<file path="config.mk">
export PLATFORM = sky130hd
export DESIGN_NAME = shwram_slot_mapper
export DESIGN_NICKNAME = d
export VERILOG_FILES = /design/src/rtl/shwram_pkg.sv /design/src/rtl/shwram_cfg_bank.sv /design/src/rtl/shwram_grant.sv /design/src/rtl/shwram_miss_tracker.sv /design/src/rtl/shwram_slot_mapper.sv
export SDC_FILE = /design/constraint.sdc
export NUM_CORES = 1
export LEC_CHECK = 0
export BUFFER_PORTS_ARGS = -buffer_cell sky130_fd_sc_hd__buf_2
export CAP_MARGIN = 20
export CELL_PAD_IN_SITES_DETAIL_PLACEMENT = 0
export CELL_PAD_IN_SITES_GLOBAL_PLACEMENT = 1
export CORE_MARGIN = 1
export CORE_UTILIZATION = 37
export CTS_BUF_LIST = sky130_fd_sc_hd__clkbuf_4 sky130_fd_sc_hd__clkbuf_8
export DETAILED_ROUTE_END_ITERATION = 8
export GPL_TIMING_DRIVEN = 1
export PLACE_DENSITY = 0.84
export SETUP_SLACK_MARGIN = 0.5
export SLEW_MARGIN = 20
export SYNTH_ARGS = -nofsm -noshare
export SYNTH_HDL_FRONTEND = slang
export SYNTH_SLANG_ARGS = --single-unit
</file>
<file path="constraint.sdc">
create_clock -name clk -period 1.8 [get_ports clk]
set_clock_uncertainty 0.05 [all_clocks]
set_input_delay 0.18 -clock clk [delete_from_list [all_inputs] [get_ports clk]]
set_output_delay 0.18 -clock clk [all_outputs]
set_load 0.05 [all_outputs]
</file>
<file path="src/rtl/shwram_pkg.sv">
package shwram_pkg;
  localparam int NUM_SLOTS  = 8;
  localparam int SLOT_IDX_W = $clog2(NUM_SLOTS);
  localparam int NUM_BANKS  = 2;
  localparam int CFG_W      = 8;

  typedef enum logic [1:0] {
    MC_CORE_A = 2'd0,
    MC_CORE_B = 2'd1,
    MC_SIGPROC = 2'd2
  } master_class_e;

  typedef struct packed {
    logic                  en;
    logic [1:0]            rsv;
    logic [SLOT_IDX_W-1:0] phys;
    logic [1:0]            owner;
  } slot_cfg_t;

  localparam logic [CFG_W-1:0] CFG_WMASK = 8'b1001_1111;

  function automatic master_class_e class_of(input logic [1:0] code);
    if (code[1]) return MC_SIGPROC;
    else if (code[0]) return MC_CORE_B;
    else return MC_CORE_A;
  endfunction
endpackage

</file>
<file path="src/rtl/shwram_cfg_bank.sv">
module shwram_cfg_bank
  import shwram_pkg::*;
(
  input  logic                  clk,
  input  logic                  rst_n,
  input  logic                  wr_en,
  input  logic [SLOT_IDX_W-1:0] wr_idx,
  input  logic [CFG_W-1:0]      wr_data,
  input  logic [SLOT_IDX_W-1:0] rd_idx,
  output logic [CFG_W-1:0]      rd_data,
  input  logic [SLOT_IDX_W-1:0] lk_idx,
  output slot_cfg_t             lk_cfg
);
  slot_cfg_t cfg_q [NUM_SLOTS];

  for (genvar i = 0; i < NUM_SLOTS; i++) begin : g_slot
    always_ff @(posedge clk or negedge rst_n) begin
      if (!rst_n) cfg_q[i] <= '0;
      else if (wr_en && wr_idx == i[SLOT_IDX_W-1:0])
        cfg_q[i] <= slot_cfg_t'(wr_data & CFG_WMASK);
    end

    // reserved field never becomes nonzero
    p_rsv_zero_r2: assert property (@(posedge clk) disable iff (!rst_n)
      cfg_q[i].rsv == 2'b00);
  end

  assign rd_data = cfg_q[rd_idx];
  assign lk_cfg  = cfg_q[lk_idx];
endmodule

</file>
<file path="src/rtl/shwram_grant.sv">
module shwram_grant
  import shwram_pkg::*;
#(
  parameter int SLOT_AW = 15
) (
  input  slot_cfg_t                      cfg,
  input  logic [1:0]                     master,
  input  logic [SLOT_AW-1:0]             offs,
  output logic                           hit,
  output logic [SLOT_IDX_W+SLOT_AW-1:0]  phys_addr
);
  master_class_e owner_c, req_c;
  always_comb begin
    owner_c   = class_of(cfg.owner);
    req_c     = class_of(master);
    hit       = cfg.en && (owner_c == req_c);
    phys_addr = {cfg.phys, offs};
  end
endmodule

</file>
<file path="src/rtl/shwram_miss_tracker.sv">
module shwram_miss_tracker #(
  parameter int DATA_W = 32
) (
  input  logic              clk,
  input  logic              rst_n,
  input  logic              take_miss,
  input  logic [DATA_W-1:0] mem_rdata,
  output logic              rsp_miss,
  output logic [DATA_W-1:0] rsp_rdata
);
  logic miss_q;
  always_ff @(posedge clk or negedge rst_n) begin
    if (!rst_n) miss_q <= 1'b0;
    else        miss_q <= take_miss;
  end
  assign rsp_miss  = miss_q;
  assign rsp_rdata = miss_q ? '0 : mem_rdata;

  // every refused request yields a miss pulse on the next cycle
  p_miss_follows_r6: assert property (@(posedge clk) disable iff (!rst_n)
    take_miss |=> rsp_miss);
  // a miss pulse has a refused request behind it
  p_miss_cause_r6: assert property (@(posedge clk) disable iff (!rst_n)
    rsp_miss |-> $past(take_miss));
endmodule

</file>
<file path="src/rtl/shwram_slot_mapper.sv">
module shwram_slot_mapper
  import shwram_pkg::*;
#(
  parameter int SLOT_AW = 15,
  parameter int DATA_W  = 32
) (
  input  logic                          clk,
  input  logic                          rst_n,
  input  logic                          reg_we,
  input  logic [SLOT_IDX_W:0]           reg_addr,
  input  logic [CFG_W-1:0]              reg_wdata,
  output logic [CFG_W-1:0]              reg_rdata,
  input  logic                          req_valid,
  output logic                          req_ready,
  input  logic                          req_window,
  input  logic [1:0]                    req_master,
  input  logic [SLOT_IDX_W-1:0]         req_slot,
  input  logic [SLOT_AW-1:0]            req_addr,
  input  logic                          req_we,
  input  logic [DATA_W-1:0]             req_wdata,
  output logic                          mem_valid,
  input  logic                          mem_ready,
  output logic [SLOT_IDX_W+SLOT_AW-1:0] mem_addr,
  output logic                          mem_we,
  output logic [DATA_W-1:0]             mem_wdata,
  input  logic [DATA_W-1:0]             mem_rdata,
  output logic                          rsp_miss,
  output logic [DATA_W-1:0]             rsp_rdata
);
  localparam int PHYS_AW = SLOT_IDX_W + SLOT_AW;

  logic [CFG_W-1:0] bank_rd  [NUM_BANKS];
  slot_cfg_t        bank_cfg [NUM_BANKS];

  for (genvar b = 0; b < NUM_BANKS; b++) begin : g_bank
    shwram_cfg_bank u_bank (
      .clk     (clk),
      .rst_n   (rst_n),
      .wr_en   (reg_we && reg_addr[SLOT_IDX_W] == b[0]),
      .wr_idx  (reg_addr[SLOT_IDX_W-1:0]),
      .wr_data (reg_wdata),
      .rd_idx  (reg_addr[SLOT_IDX_W-1:0]),
      .rd_data (bank_rd[b]),
      .lk_idx  (req_slot),
      .lk_cfg  (bank_cfg[b])
    );
  end

  assign reg_rdata = bank_rd[reg_addr[SLOT_IDX_W]];

  slot_cfg_t          sel_cfg;
  logic               hit;
  logic [PHYS_AW-1:0] phys_addr;
  assign sel_cfg = bank_cfg[req_window];

  shwram_grant #(.SLOT_AW(SLOT_AW)) u_grant (
    .cfg       (sel_cfg),
    .master    (req_master),
    .offs      (req_addr),
    .hit       (hit),
    .phys_addr (phys_addr)
  );

  assign mem_valid = req_valid && hit;
  assign mem_addr  = phys_addr;
  assign mem_we    = req_we;
  assign mem_wdata = req_wdata;
  assign req_ready = hit ? mem_ready : 1'b1;

  shwram_miss_tracker #(.DATA_W(DATA_W)) u_miss (
    .clk       (clk),
    .rst_n     (rst_n),
    .take_miss (req_valid && !hit),
    .mem_rdata (mem_rdata),
    .rsp_miss  (rsp_miss),
    .rsp_rdata (rsp_rdata)
  );

  // nothing is forwarded to a disabled slot
  p_fwd_enabled_r4: assert property (@(posedge clk) disable iff (!rst_n)
    mem_valid |-> sel_cfg.en);
  // forwarded requests come from the owner's class
  p_fwd_owner_r3: assert property (@(posedge clk) disable iff (!rst_n)
    mem_valid |-> (req_master[1] ? sel_cfg.owner[1]
                                 : (!sel_cfg.owner[1] && sel_cfg.owner[0] == req_master[0])));
  // the in-slot offset is preserved
  p_offs_kept_r5: assert property (@(posedge clk) disable iff (!rst_n)
    mem_valid |-> mem_addr[SLOT_AW-1:0] == req_addr);
  // a stalled memory stalls the master
  p_stall_r7: assert property (@(posedge clk) disable iff (!rst_n)
    (mem_valid && !mem_ready) |-> !req_ready);
  // a miss pulse returns zero data
  p_miss_zero_r6: assert property (@(posedge clk) disable iff (!rst_n)
    rsp_miss |-> rsp_rdata == '0);
  // a register written last cycle is visible to a request on it now
  p_wr_visible_r8: assert property (@(posedge clk) disable iff (!rst_n)
    (reg_we && reg_addr == {req_window, req_slot} && reg_wdata[7] == 1'b0)
      |=> (($past(reg_addr) == {req_window, req_slot}) |-> !mem_valid));
endmodule

</file>
==> run_summary.xml, run 1 <==
<?xml version="1.0" encoding="UTF-8"?>
<metrics>
  <group name="run_status">
    <metric name="status" unit="">finished with violations</metric>
    <metric name="violated_checks" unit="">setup timing</metric>
  </group>
  <group name="setup_path">
    <metric name="critical_path_startpoint_category" unit="">register</metric>
    <metric name="slowest_stage" unit="">mux4_2</metric>
    <metric name="timing.reg2reg.worst_path_depth" unit="">6</metric>
    <metric name="max_stage_delay" unit="ps">480</metric>
    <metric name="critPathKind" unit="">register to primary output</metric>
    <metric name="critical_path_required" unit="ps">1570</metric>
    <metric name="r2r-start" unit="">g_bank[1].u_bank.cfg_q[56]</metric>
    <metric name="regToRegSetupSlack" unit="ps">-170</metric>
    <metric name="critical_path.reg2reg.endpoint" unit="">u_miss.rsp_miss</metric>
    <metric name="timing.critical_path.fanout_max" unit="">3</metric>
    <metric name="timing.critical_path.cells" unit="">mux2i_1 &gt; mux4_2 &gt; mux2_4 &gt; a221oi_4 &gt; buf_4 &gt; o21bai_4 &gt; buf_6</metric>
    <metric name="endpoint_kind" unit="">primary output</metric>
    <metric name="worst-endpoint-arrival" unit="ps">2360</metric>
  </group>
  <group name="timing">
    <metric name="timing.final.ws_setup" unit="ps">-790</metric>
    <metric name="final-hold-violation-count" unit="">0</metric>
    <metric name="setup_viol_count_final" unit="">12</metric>
    <metric name="period_share" unit="%">144</metric>
    <metric name="final_period_minus_worst_setup_slack" unit="ps">2590</metric>
    <metric name="timing.slew.headroom" unit="%">64.0</metric>
    <metric name="worst_hold_check_slack" unit="ps">26.4</metric>
    <metric name="final.setup.tns" unit="ps">-5570</metric>
    <metric name="pins_over_their_slew_limit" unit="">0</metric>
    <metric name="fmaxAchievable" unit="MHz">386</metric>
    <metric name="tightest_slew" unit="ps">540</metric>
    <metric name="rsz0062_at_grt" unit="">yes</metric>
  </group>
  <group name="layout">
    <metric name="post-route-cell-area" unit="sq um">8350</metric>
    <metric name="fin_nets" unit="">666</metric>
    <metric name="post_route_cells_drive_above_1_share" unit="%">65.5</metric>
    <metric name="flow.area_growth_from_synthesis" unit="%">42.4</metric>
    <metric name="post_layout_nonfiller_instances" unit="">780</metric>
  </group>
  <group name="route">
    <metric name="wire_per_inst" unit="um">23.6</metric>
    <metric name="vias" unit="">4183</metric>
    <metric name="drt-vias-per-instance" unit="">5.36</metric>
    <metric name="post-route-drc-count" unit="">0</metric>
    <metric name="ant_nets" unit="">0</metric>
    <metric name="wl" unit="um">18400</metric>
    <metric name="first_iter_violations" unit="">203</metric>
    <metric name="drtPass1Iterations" unit="">4</metric>
  </group>
  <group name="clock_tree">
    <metric name="insertion_delay" unit="ps">380</metric>
    <metric name="cts-buffers-inserted" unit="">9</metric>
    <metric name="clkSinkCount" unit="">97</metric>
    <metric name="htreeDepth" unit="">3</metric>
    <metric name="clock_path_buffers" unit="">2</metric>
    <metric name="tritoncts_clock_tree" unit="">yes</metric>
    <metric name="cts.reportedPaths.clkPinSlew" unit="ps">90</metric>
    <metric name="ctsRootBufferMaster" unit="">clkbuf_8</metric>
  </group>
  <group name="placed_design">
    <metric name="placedInstanceArea" unit="sq um">7420</metric>
    <metric name="dpl.hpwl" unit="um">13700</metric>
    <metric name="placedCellCount" unit="">751</metric>
    <metric name="gp_routability_congestion" unit="">0.840</metric>
    <metric name="i_o_buffers" unit="">96</metric>
  </group>
  <group name="global_routing">
    <metric name="grt_max_degree" unit="">98</metric>
    <metric name="grt.overflow.total" unit="">0</metric>
    <metric name="antenna_found_initial" unit="">1</metric>
    <metric name="grt_util_all_layers" unit="%">23.2</metric>
    <metric name="grt_pass1_wl" unit="um">27200</metric>
    <metric name="number_of_global_route_vias_before_repair" unit="">4590</metric>
  </group>
  <group name="synth">
    <metric name="synth_async_sr_flop_share" unit="%">100</metric>
    <metric name="synth_area_per_cell" unit="sq um">13.8</metric>
    <metric name="ys_types" unit="">30</metric>
    <metric name="synth_top_flop_cell" unit="">dfrtp_1</metric>
    <metric name="yosysTopAreaCellShare" unit="%">41.4</metric>
    <metric name="ys_seq_area_share" unit="%">41.4</metric>
    <metric name="post-synth-top-count-cell" unit="">dfrtp_1</metric>
    <metric name="yosys_warnings" unit="">0</metric>
    <metric name="synth_top_area_cell" unit="">dfrtp_1</metric>
    <metric name="ys_ff_latch" unit="">97</metric>
    <metric name="cell_types_with_the_largest_area_share_after_synthesis" unit="">dfrtp_1, mux4_2, mux2_1</metric>
    <metric name="postSynthCellCount" unit="">425</metric>
    <metric name="mappedNetlistArea" unit="sq um">5860</metric>
    <metric name="synth_edf_count" unit="">0</metric>
    <metric name="post_synth_most_frequent_cells" unit="">dfrtp_1, mux2_1, mux4_2, buf_4, nor2b_1</metric>
  </group>
  <group name="floorplanning">
    <metric name="dieHeight" unit="um">128</metric>
    <metric name="core_area" unit="sq um">15300</metric>
    <metric name="placementRows" unit="">45</metric>
    <metric name="initial_utilization" unit="%">38.3</metric>
    <metric name="fp.dieArea" unit="sq um">16400</metric>
    <metric name="number_of_i_o_pins" unit="">197</metric>
    <metric name="die_width" unit="um">128</metric>
  </group>
  <group name="flow_run">
    <metric name="timing.max_cap.violations" unit="">0</metric>
  </group>
  <group name="pwr">
    <metric name="max-vdd-ir-drop" unit="mV">0.675</metric>
    <metric name="power-per-cell-area" unit="nW/um^2">953</metric>
    <metric name="p_leak" unit="nW">3.83</metric>
  </group>
  <group name="min_path">
    <metric name="min-delay-start" unit="">req_valid</metric>
    <metric name="hold-path-cell-count" unit="">2</metric>
    <metric name="hp-class" unit="">input pin to register</metric>
    <metric name="min_to" unit="">u_miss.rsp_miss</metric>
  </group>
</metrics>
[stage by stage]
stage	power, W	util (%)	worst slack [ps]
finish	0.00796	54.5	-790
detailed placement	0.00595	48.4	-475
global route	0.00831	54.5	-913
global placement	0.00582	48.4	-432
CTS	0.00791	53.6	-795
floorplan	0.00529	-	-235
[where the power goes]
| part | switching, W | internal, W | total (W) |
|---|---|---|---|
| clock | 0.000797 | 0.000804 | 0.00160 |
| sequential | 0.000375 | 0.00268 | 0.00306 |
| combinational | 0.00140 | 0.00189 | 0.00330 |
[how the worst max path moves through the flow]
stage                     cells past startpoint  slack [ps]        end                  startpoint
after floorplan                               6        -230  mem_valid                 req_slot[0]
after global placement                        9        -430  req_ready                 req_slot[0]
after detailed placement                      9        -470  req_ready                 req_slot[0]
after CTS                                     7        -790  req_ready  g_bank[1].u_bank.cfg_q[32]
after global routing                          7        -910  req_ready   g_bank[1].u_bank.cfg_q[9]
final                                         7        -790  req_ready  g_bank[1].u_bank.cfg_q[56]
[cells by family after synthesis]
logic type      Yosys count  synth area share (%)
flops                    97                  41.4
mux                     163                  41.3
compound gates            7                  1.09
other cells               1                0.0640
simple gates             76                  7.47
buf+inv                  81                  8.64
[sequential cells by signal, indices dropped and copies added (netlist names)]
register	count
g_bank.u_bank.cfg_q	96
u_miss.rsp_miss	1
[cell usage in the layout, fill, tap and decap left out, drive strengths merged]
cell	netlist	routed
o21bai	1	1
dlygate4sd3	0	1
o31ai	1	1
o2111a	1	1
buf	60	205
nand3b	6	6
a221oi	1	1
or3	2	2
and4	1	1
nor3	1	1
diode	0	1
o22ai	1	1
nand3	2	2
nor2b	35	35
conb	1	2
a2111oi	1	1
clkbuf	21	11
nor3b	3	3
nand4	1	1
o21a	1	1
inv	0	2
mux2i	10	10
mux2	100	100
nand2	6	6
clkinv	0	2
mux4	53	53
bufinv	0	2
nor2	13	13
dfrtp	97	97
nand2b	6	6
[area by class of cell]
cell class              instances  area (sq um)
clock buffers                  10           131
multi-input cells             248          3450
well taps                     211           264
clock inverters                 6          87.6
diodes                          1          2.50
repair buffers                207          1990
flip-flops and latches         97          2430
fillers                      1230          6970
[repair_timing]
action                                  4_1_cts  5_1_grt
buffers inserted                              3        3
cloned                                        4        1
endpoints found under the hold margin        97        0
gates resized for setup                     127       25
hold buffers                                  1        0
endpoints found under the setup margin       87       69
pin swaps                                     3        3
[metal layers]
metal	global-route usage [%]	vias to the layer above	part of all wire [%]	wire (um)
li1	-	1792	-	-
met1	26.5	2158	36	6680
met2	40.8	189	53	9740
met3	6.89	44	7.5	1370
met4	9.34	0	3.4	618
met5	0	-	0	0
[critical path, delay by kind of cell, from the launching register on]
family | cells | cell delay, ps
compound gates | 2 | 370
mux | 3 | 900
flops | 1 | 390
buf+inv | 2 | 330
Note: power is estimated with default switching activity, not from simulation.
==> run 2, diff against run 1 <==
--- a/config.mk
+++ b/config.mk
@@ -20,3 +20,4 @@
 export SYNTH_ARGS = -nofsm -noshare
 export SYNTH_HDL_FRONTEND = slang
 export SYNTH_SLANG_ARGS = --single-unit
+export TNS_END_PERCENT = 1
==> run_summary.xml, run 2 (synthesis gave the netlist of run 1 again) <==
<?xml version="1.0" encoding="UTF-8"?>
<metrics>
  <group name="layout">
    <metric name="flow.area_growth_from_synthesis" unit="%">33.7</metric>
    <metric name="num_antenna_cells" unit="">0</metric>
    <metric name="n_fill_cell" unit="">1296</metric>
    <metric name="post_route_cells_drive_above_1_share" unit="%">57.7</metric>
    <metric name="largest_reg_flops" unit="">96</metric>
    <metric name="registers.top_by_ff_count" unit="">g_bank.u_bank.cfg_q</metric>
    <metric name="layout_commonest_cell" unit="">dfrtp_1</metric>
    <metric name="layout.cells.most_common_list" unit="">dfrtp_1, mux2_1, buf_4, mux4_2, buf_2</metric>
    <metric name="post-route-cell-area" unit="sq um">7840</metric>
    <metric name="layout.core_utilization" unit="%">51.2</metric>
    <metric name="fin_nets" unit="">632</metric>
  </group>
  <group name="route">
    <metric name="drt-vias-per-instance" unit="">5.44</metric>
    <metric name="wire_per_inst" unit="um">23.0</metric>
    <metric name="post-route-drc-count" unit="">0</metric>
    <metric name="first_iter_violations" unit="">197</metric>
    <metric name="wl" unit="um">17100</metric>
    <metric name="drtPass1Iterations" unit="">4</metric>
    <metric name="ant_nets" unit="">0</metric>
    <metric name="vias" unit="">4041</metric>
  </group>
  <group name="pwr">
    <metric name="max-vdd-ir-drop" unit="mV">0.360</metric>
    <metric name="power_switching" unit="W">0.00251</metric>
    <metric name="power" unit="W">0.00759</metric>
    <metric name="share_comb_of_total_power" unit="%">38.9</metric>
    <metric name="p_leak" unit="nW">3.52</metric>
    <metric name="p_int" unit="W">0.00509</metric>
    <metric name="power_frac_clock" unit="%">20.7</metric>
    <metric name="power.sequential.fraction" unit="%">40.4</metric>
    <metric name="power-per-cell-area" unit="nW/um^2">968</metric>
    <metric name="power.switching_fraction" unit="%">33.0</metric>
  </group>
  <group name="timing">
    <metric name="worst_hold_check_slack" unit="ps">47.1</metric>
    <metric name="setup_viol_count_final" unit="">12</metric>
    <metric name="period_share" unit="%">143</metric>
    <metric name="pins_over_their_slew_limit" unit="">0</metric>
    <metric name="timing.final.ws_setup" unit="ps">-779</metric>
    <metric name="rsz0062_at_grt" unit="">yes</metric>
    <metric name="final_period_minus_worst_setup_slack" unit="ps">2580</metric>
    <metric name="final-hold-violation-count" unit="">0</metric>
    <metric name="fmaxAchievable" unit="MHz">388</metric>
  </group>
  <group name="floorplanning">
    <metric name="initial_utilization" unit="%">38.3</metric>
    <metric name="die_width" unit="um">128</metric>
    <metric name="core_area" unit="sq um">15300</metric>
    <metric name="placementRows" unit="">45</metric>
    <metric name="number_of_i_o_pins" unit="">197</metric>
    <metric name="fp.dieArea" unit="sq um">16400</metric>
    <metric name="dieHeight" unit="um">128</metric>
  </group>
  <group name="setup_path">
    <metric name="critical_path_startpoint_category" unit="">register</metric>
    <metric name="endpoint_kind" unit="">primary output</metric>
    <metric name="regToRegSetupSlack" unit="ps">-190</metric>
    <metric name="critPathKind" unit="">register to primary output</metric>
    <metric name="critical_path_required" unit="ps">1570</metric>
    <metric name="worst-endpoint-arrival" unit="ps">2350</metric>
    <metric name="timing.critical_path.fanout_max" unit="">2</metric>
  </group>
  <group name="global_routing">
    <metric name="grt.overflow.total" unit="">0</metric>
    <metric name="number_of_global_route_vias_before_repair" unit="">4326</metric>
    <metric name="grt_pass1_wl" unit="um">25700</metric>
    <metric name="grt_util_all_layers" unit="%">21.2</metric>
    <metric name="antenna_found_initial" unit="">0</metric>
    <metric name="grt_max_degree" unit="">36</metric>
  </group>
  <group name="clock_tree">
    <metric name="htreeDepth" unit="">3</metric>
    <metric name="cts.reportedPaths.clkPinSlew" unit="ps">90</metric>
    <metric name="cts_post_setup_buffers_inserted" unit="">0</metric>
    <metric name="ctsRootBufferMaster" unit="">clkbuf_8</metric>
    <metric name="clkSinkCount" unit="">97</metric>
    <metric name="insertion_delay" unit="ps">370</metric>
    <metric name="tritoncts_clock_tree" unit="">yes</metric>
    <metric name="clock_path_buffers" unit="">2</metric>
    <metric name="cts-buffers-inserted" unit="">9</metric>
  </group>
  <group name="run_status">
    <metric name="violated_checks" unit="">setup timing</metric>
    <metric name="status" unit="">finished with violations</metric>
  </group>
  <group name="placed_design">
    <metric name="place_worst_setup_slack" unit="ps">-542</metric>
    <metric name="dpl.hpwl" unit="um">12100</metric>
    <metric name="gp_routability_congestion" unit="">0.862</metric>
    <metric name="placedInstanceArea" unit="sq um">6770</metric>
    <metric name="i_o_buffers" unit="">96</metric>
  </group>
  <group name="min_path">
    <metric name="hp-class" unit="">input pin to register</metric>
  </group>
  <group name="flow_run">
    <metric name="timing.max_cap.violations" unit="">0</metric>
  </group>
</metrics>
run 2: cell types whose count changed in the layout (fill, tap and decap cells not counted), sizes merged:
cell and delta:
clkinv -2, inv -1, buf -35, clkbuf +1, clkinvlp +1, diode -1
run 2: final timing paths:
path / cells past startpoint / startpoint / to
max in group asynchronous: 3 / rst_n / g_bank[0].u_bank.cfg_q[34]
max reg2reg: 6 / g_bank[1].u_bank.cfg_q[0] / u_miss.rsp_miss
min: 2 / req_valid / u_miss.rsp_miss
min in group asynchronous: 2 / rst_n / g_bank[0].u_bank.cfg_q[28]
max: 7 / g_bank[1].u_bank.cfg_q[0] / req_ready
min reg2reg: 1 / g_bank[0].u_bank.cfg_q[9] / g_bank[0].u_bank.cfg_q[9]
run 2: cell type report:
cell class | instances | area, sq um | area share (%)
clock buffers | 10 | 138 | 1.76
multi-input cells | 248 | 3340 | 42.6
repair buffers | 173 | 1600 | 20.4
well taps | 211 | 264 | 3.37
flip-flops and latches | 97 | 2430 | 31.0
clock inverters | 4 | 76.3 | 0.973
run 2: layer usage:
metal | global-route usage (%) | routed length, um
met3 | 3.13 | 856
met4 | 10.6 | 673
met5 | 0 | 0
met1 | 26.5 | 6530
met2 | 36.0 | 9030
run 2: repair_timing:
item                                    CTS  global route
endpoints found under the setup margin   81            75
hold endpoints to repair                 24             0
pin swaps                                 4             2
gates resized for setup                 193            43
hold buffers                              1             0
run 2: power by group through the flow:
stage	combinational, W	sequential (W)	clock [W]
after floorplan	0.00199	0.00296	0
after global placement	0.00237	0.00304	0
after detailed placement	0.00245	0.00309	0
after CTS	0.00284	0.00305	0.00159
after global routing	0.00309	0.00314	0.00167
final	0.00295	0.00307	0.00158
run 2: worst max-delay path, cell delays in order, from the launching register on:
cell and delay (ps):
dfrtp_1 390, mux2i_1 100, mux4_2 510, mux2_4 330, a221oi_4 290, buf_6 160
o21bai_4 50, buf_6 150
run 2: per-stage QoR:
step,cells,TNS [ps]
finish,743,-5520
global route,743,-5980
global placement,728,-3990
CTS,743,-5570
detailed placement,728,-4380
floorplan,426,-2320
==> run 3, diff against run 2 <==
--- a/config.mk
+++ b/config.mk
@@ -15,6 +15,7 @@
 export DETAILED_ROUTE_END_ITERATION = 8
 export GPL_TIMING_DRIVEN = 1
 export PLACE_DENSITY = 0.84
+export RECOVER_POWER = 100
 export SETUP_SLACK_MARGIN = 0.5
 export SLEW_MARGIN = 20
 export SYNTH_ARGS = -nofsm -noshare
==> run_summary.xml, run 3 (synthesis gave the netlist of run 1 again) <==
<?xml version="1.0" encoding="UTF-8"?>
<metrics>
  <group name="timing">
    <metric name="fmaxAchievable" unit="MHz">387</metric>
    <metric name="setup_viol_count_final" unit="">13</metric>
    <metric name="pins_over_their_slew_limit" unit="">0</metric>
    <metric name="rsz0062_at_grt" unit="">yes</metric>
    <metric name="final_period_minus_worst_setup_slack" unit="ps">2580</metric>
    <metric name="timing.final.ws_setup" unit="ps">-781</metric>
    <metric name="final-hold-violation-count" unit="">0</metric>
    <metric name="timing.slew.headroom" unit="%">56.2</metric>
    <metric name="period_share" unit="%">143</metric>
    <metric name="worst_hold_check_slack" unit="ps">47.9</metric>
    <metric name="tightest_slew" unit="ps">656</metric>
    <metric name="final.setup.tns" unit="ps">-5560</metric>
  </group>
  <group name="setup_path">
    <metric name="timing.critical_path.fanout_max" unit="">2</metric>
    <metric name="critical_path_startpoint_category" unit="">register</metric>
    <metric name="endpoint_kind" unit="">primary output</metric>
    <metric name="worst-endpoint-arrival" unit="ps">2350</metric>
    <metric name="critical_path_required" unit="ps">1570</metric>
    <metric name="critPathKind" unit="">register to primary output</metric>
  </group>
  <group name="layout">
    <metric name="num_antenna_cells" unit="">0</metric>
    <metric name="largest_reg_flops" unit="">96</metric>
    <metric name="layout_commonest_cell" unit="">dfrtp_1</metric>
    <metric name="layout.cells.most_common_list" unit="">dfrtp_1, mux2_1, mux4_2, buf_2, buf_4</metric>
    <metric name="post_route_cells_drive_above_1_share" unit="%">53.0</metric>
    <metric name="flow.area_growth_from_synthesis" unit="%">28.1</metric>
    <metric name="fin_nets" unit="">632</metric>
    <metric name="registers.top_by_ff_count" unit="">g_bank.u_bank.cfg_q</metric>
  </group>
  <group name="min_path">
    <metric name="hp-class" unit="">input pin to register</metric>
  </group>
  <group name="route">
    <metric name="post-route-drc-count" unit="">0</metric>
    <metric name="ant_nets" unit="">0</metric>
    <metric name="drt-vias-per-instance" unit="">5.42</metric>
    <metric name="vias" unit="">4024</metric>
    <metric name="wire_per_inst" unit="um">22.8</metric>
    <metric name="wl" unit="um">17000</metric>
    <metric name="drtPass1Iterations" unit="">4</metric>
    <metric name="first_iter_violations" unit="">187</metric>
  </group>
  <group name="pwr">
    <metric name="power.switching_fraction" unit="%">33.2</metric>
    <metric name="power.sequential.fraction" unit="%">41.1</metric>
    <metric name="power_frac_clock" unit="%">21.1</metric>
    <metric name="p_int" unit="W">0.00498</metric>
    <metric name="power" unit="W">0.00746</metric>
    <metric name="share_comb_of_total_power" unit="%">37.8</metric>
    <metric name="p_leak" unit="nW">3.35</metric>
    <metric name="power_switching" unit="W">0.00248</metric>
    <metric name="power-per-cell-area" unit="nW/um^2">993</metric>
    <metric name="max-vdd-ir-drop" unit="mV">0.356</metric>
  </group>
  <group name="global_routing">
    <metric name="grt_util_all_layers" unit="%">21.2</metric>
    <metric name="grt_max_degree" unit="">36</metric>
    <metric name="global_route.usage.met3" unit="%">3.13</metric>
    <metric name="number_of_global_route_vias_before_repair" unit="">4326</metric>
    <metric name="grtUsageMet1" unit="%">26.5</metric>
    <metric name="grt_pass1_wl" unit="um">25700</metric>
    <metric name="antenna_found_initial" unit="">0</metric>
    <metric name="grtUsageMet2" unit="%">36.0</metric>
    <metric name="grt.overflow.total" unit="">0</metric>
    <metric name="most_used_layer_global_route" unit="">met2</metric>
  </group>
  <group name="clock_tree">
    <metric name="clock_path_buffers" unit="">2</metric>
    <metric name="clkSinkCount" unit="">97</metric>
    <metric name="cts_post_setup_buffers_inserted" unit="">0</metric>
    <metric name="tritoncts_clock_tree" unit="">yes</metric>
    <metric name="cts-buffers-inserted" unit="">9</metric>
    <metric name="htreeDepth" unit="">3</metric>
    <metric name="cts.reportedPaths.clkPinSlew" unit="ps">90</metric>
    <metric name="ctsRootBufferMaster" unit="">clkbuf_8</metric>
    <metric name="insertion_delay" unit="ps">370</metric>
  </group>
  <group name="floorplanning">
    <metric name="dieHeight" unit="um">128</metric>
    <metric name="fp.dieArea" unit="sq um">16400</metric>
    <metric name="die_width" unit="um">128</metric>
    <metric name="number_of_i_o_pins" unit="">197</metric>
    <metric name="core_area" unit="sq um">15300</metric>
    <metric name="initial_utilization" unit="%">38.3</metric>
    <metric name="placementRows" unit="">45</metric>
  </group>
  <group name="placed_design">
    <metric name="i_o_buffers" unit="">96</metric>
    <metric name="gp_routability_congestion" unit="">0.862</metric>
    <metric name="dpl.hpwl" unit="um">12100</metric>
  </group>
  <group name="flow_run">
    <metric name="timing.max_cap.violations" unit="">0</metric>
  </group>
  <group name="run_status">
    <metric name="violated_checks" unit="">setup timing</metric>
    <metric name="status" unit="">finished with violations</metric>
  </group>
</metrics>
-- run 3: changes by cell type in the layout (fill, tap and decap cells not counted), sizes merged --
| cell | delta |
|---|---|
| buf | -23 |
| clkbuf | +23 |
-- run 3: layout make-up --
type                       instances  area, sq um
sequential                        97         2430
tap                              211          264
multi-input combinational        248         3260
fill                            1362         7810
clock buffer                      10          138
clock inverter                     4         76.3
timing repair buffer             173         1350
-- run 3: power by group through the flow --
| stage | sequential (W) | clock (W) | combinational [W] |
|---|---|---|---|
| CTS | 0.00305 | 0.00159 | 0.00284 |
| floorplan | 0.00296 | 0 | 0.00199 |
| finish | 0.00306 | 0.00157 | 0.00282 |
| global route | 0.00314 | 0.00167 | 0.00297 |
| detailed placement | 0.00309 | 0 | 0.00245 |
| global placement | 0.00304 | 0 | 0.00237 |
-- run 3: routing by layer --
| layer | part of all wire (%) | wire length, um | up-vias |
|---|---|---|---|
| met4 | 4.5 | 763 | 0 |
| li1 | - | - | 1732 |
| met5 | 0 | 0 | - |
| met3 | 5.4 | 912 | 66 |
| met2 | 53 | 8960 | 128 |
| met1 | 37 | 6340 | 2098 |
-- run 3: worst paths after layout --
kind / end / cells past startpoint / startpoint / slack, ps
worst max-delay path: req_ready / 7 / g_bank[1].u_bank.cfg_q[0] / -780
worst min-delay path: u_miss.rsp_miss / 2 / req_valid / 50
worst max register to register: u_miss.rsp_miss / 6 / g_bank[1].u_bank.cfg_q[0] / -200
worst min register to register: g_bank[0].u_bank.cfg_q[9] / 1 / g_bank[0].u_bank.cfg_q[9] / 460
max in group asynchronous: u_miss.rsp_miss / 3 / rst_n / 370
min in group asynchronous: g_bank[0].u_bank.cfg_q[28] / 2 / rst_n / 300
-- run 3: through the flow --
stage / setup slack, ps / utilization [%] / std cells / instance area (sq um)
6_report: -781 / 49.0 / 743 / 7510
5_1_grt: -833 / 49.0 / 743 / 7510
4_1_cts: -807 / 50.1 / 743 / 7670
3_5_place_dp: -542 / 44.2 / 728 / 6770
3_3_place_gp: -476 / 44.2 / 728 / 6770
2_1_floorplan: -235 / - / 426 / 5910
-- run 3: what timing repair did --
item / CTS / global route
pin swaps: 4 / 2
endpoints found under the hold margin: 24 / 0
hold buffers: 1 / 0
setup endpoints to repair: 81 / 75
gates resized for setup: 193 / 43
-- run 3: worst max-delay path, stage by stage, from the launching register on --
cell and delay, ps:
dfrtp_1 390, mux2i_1 100, mux4_2 510, mux2_4 330
a221oi_4 290, buf_6 150, o21bai_4 50, buf_6 150
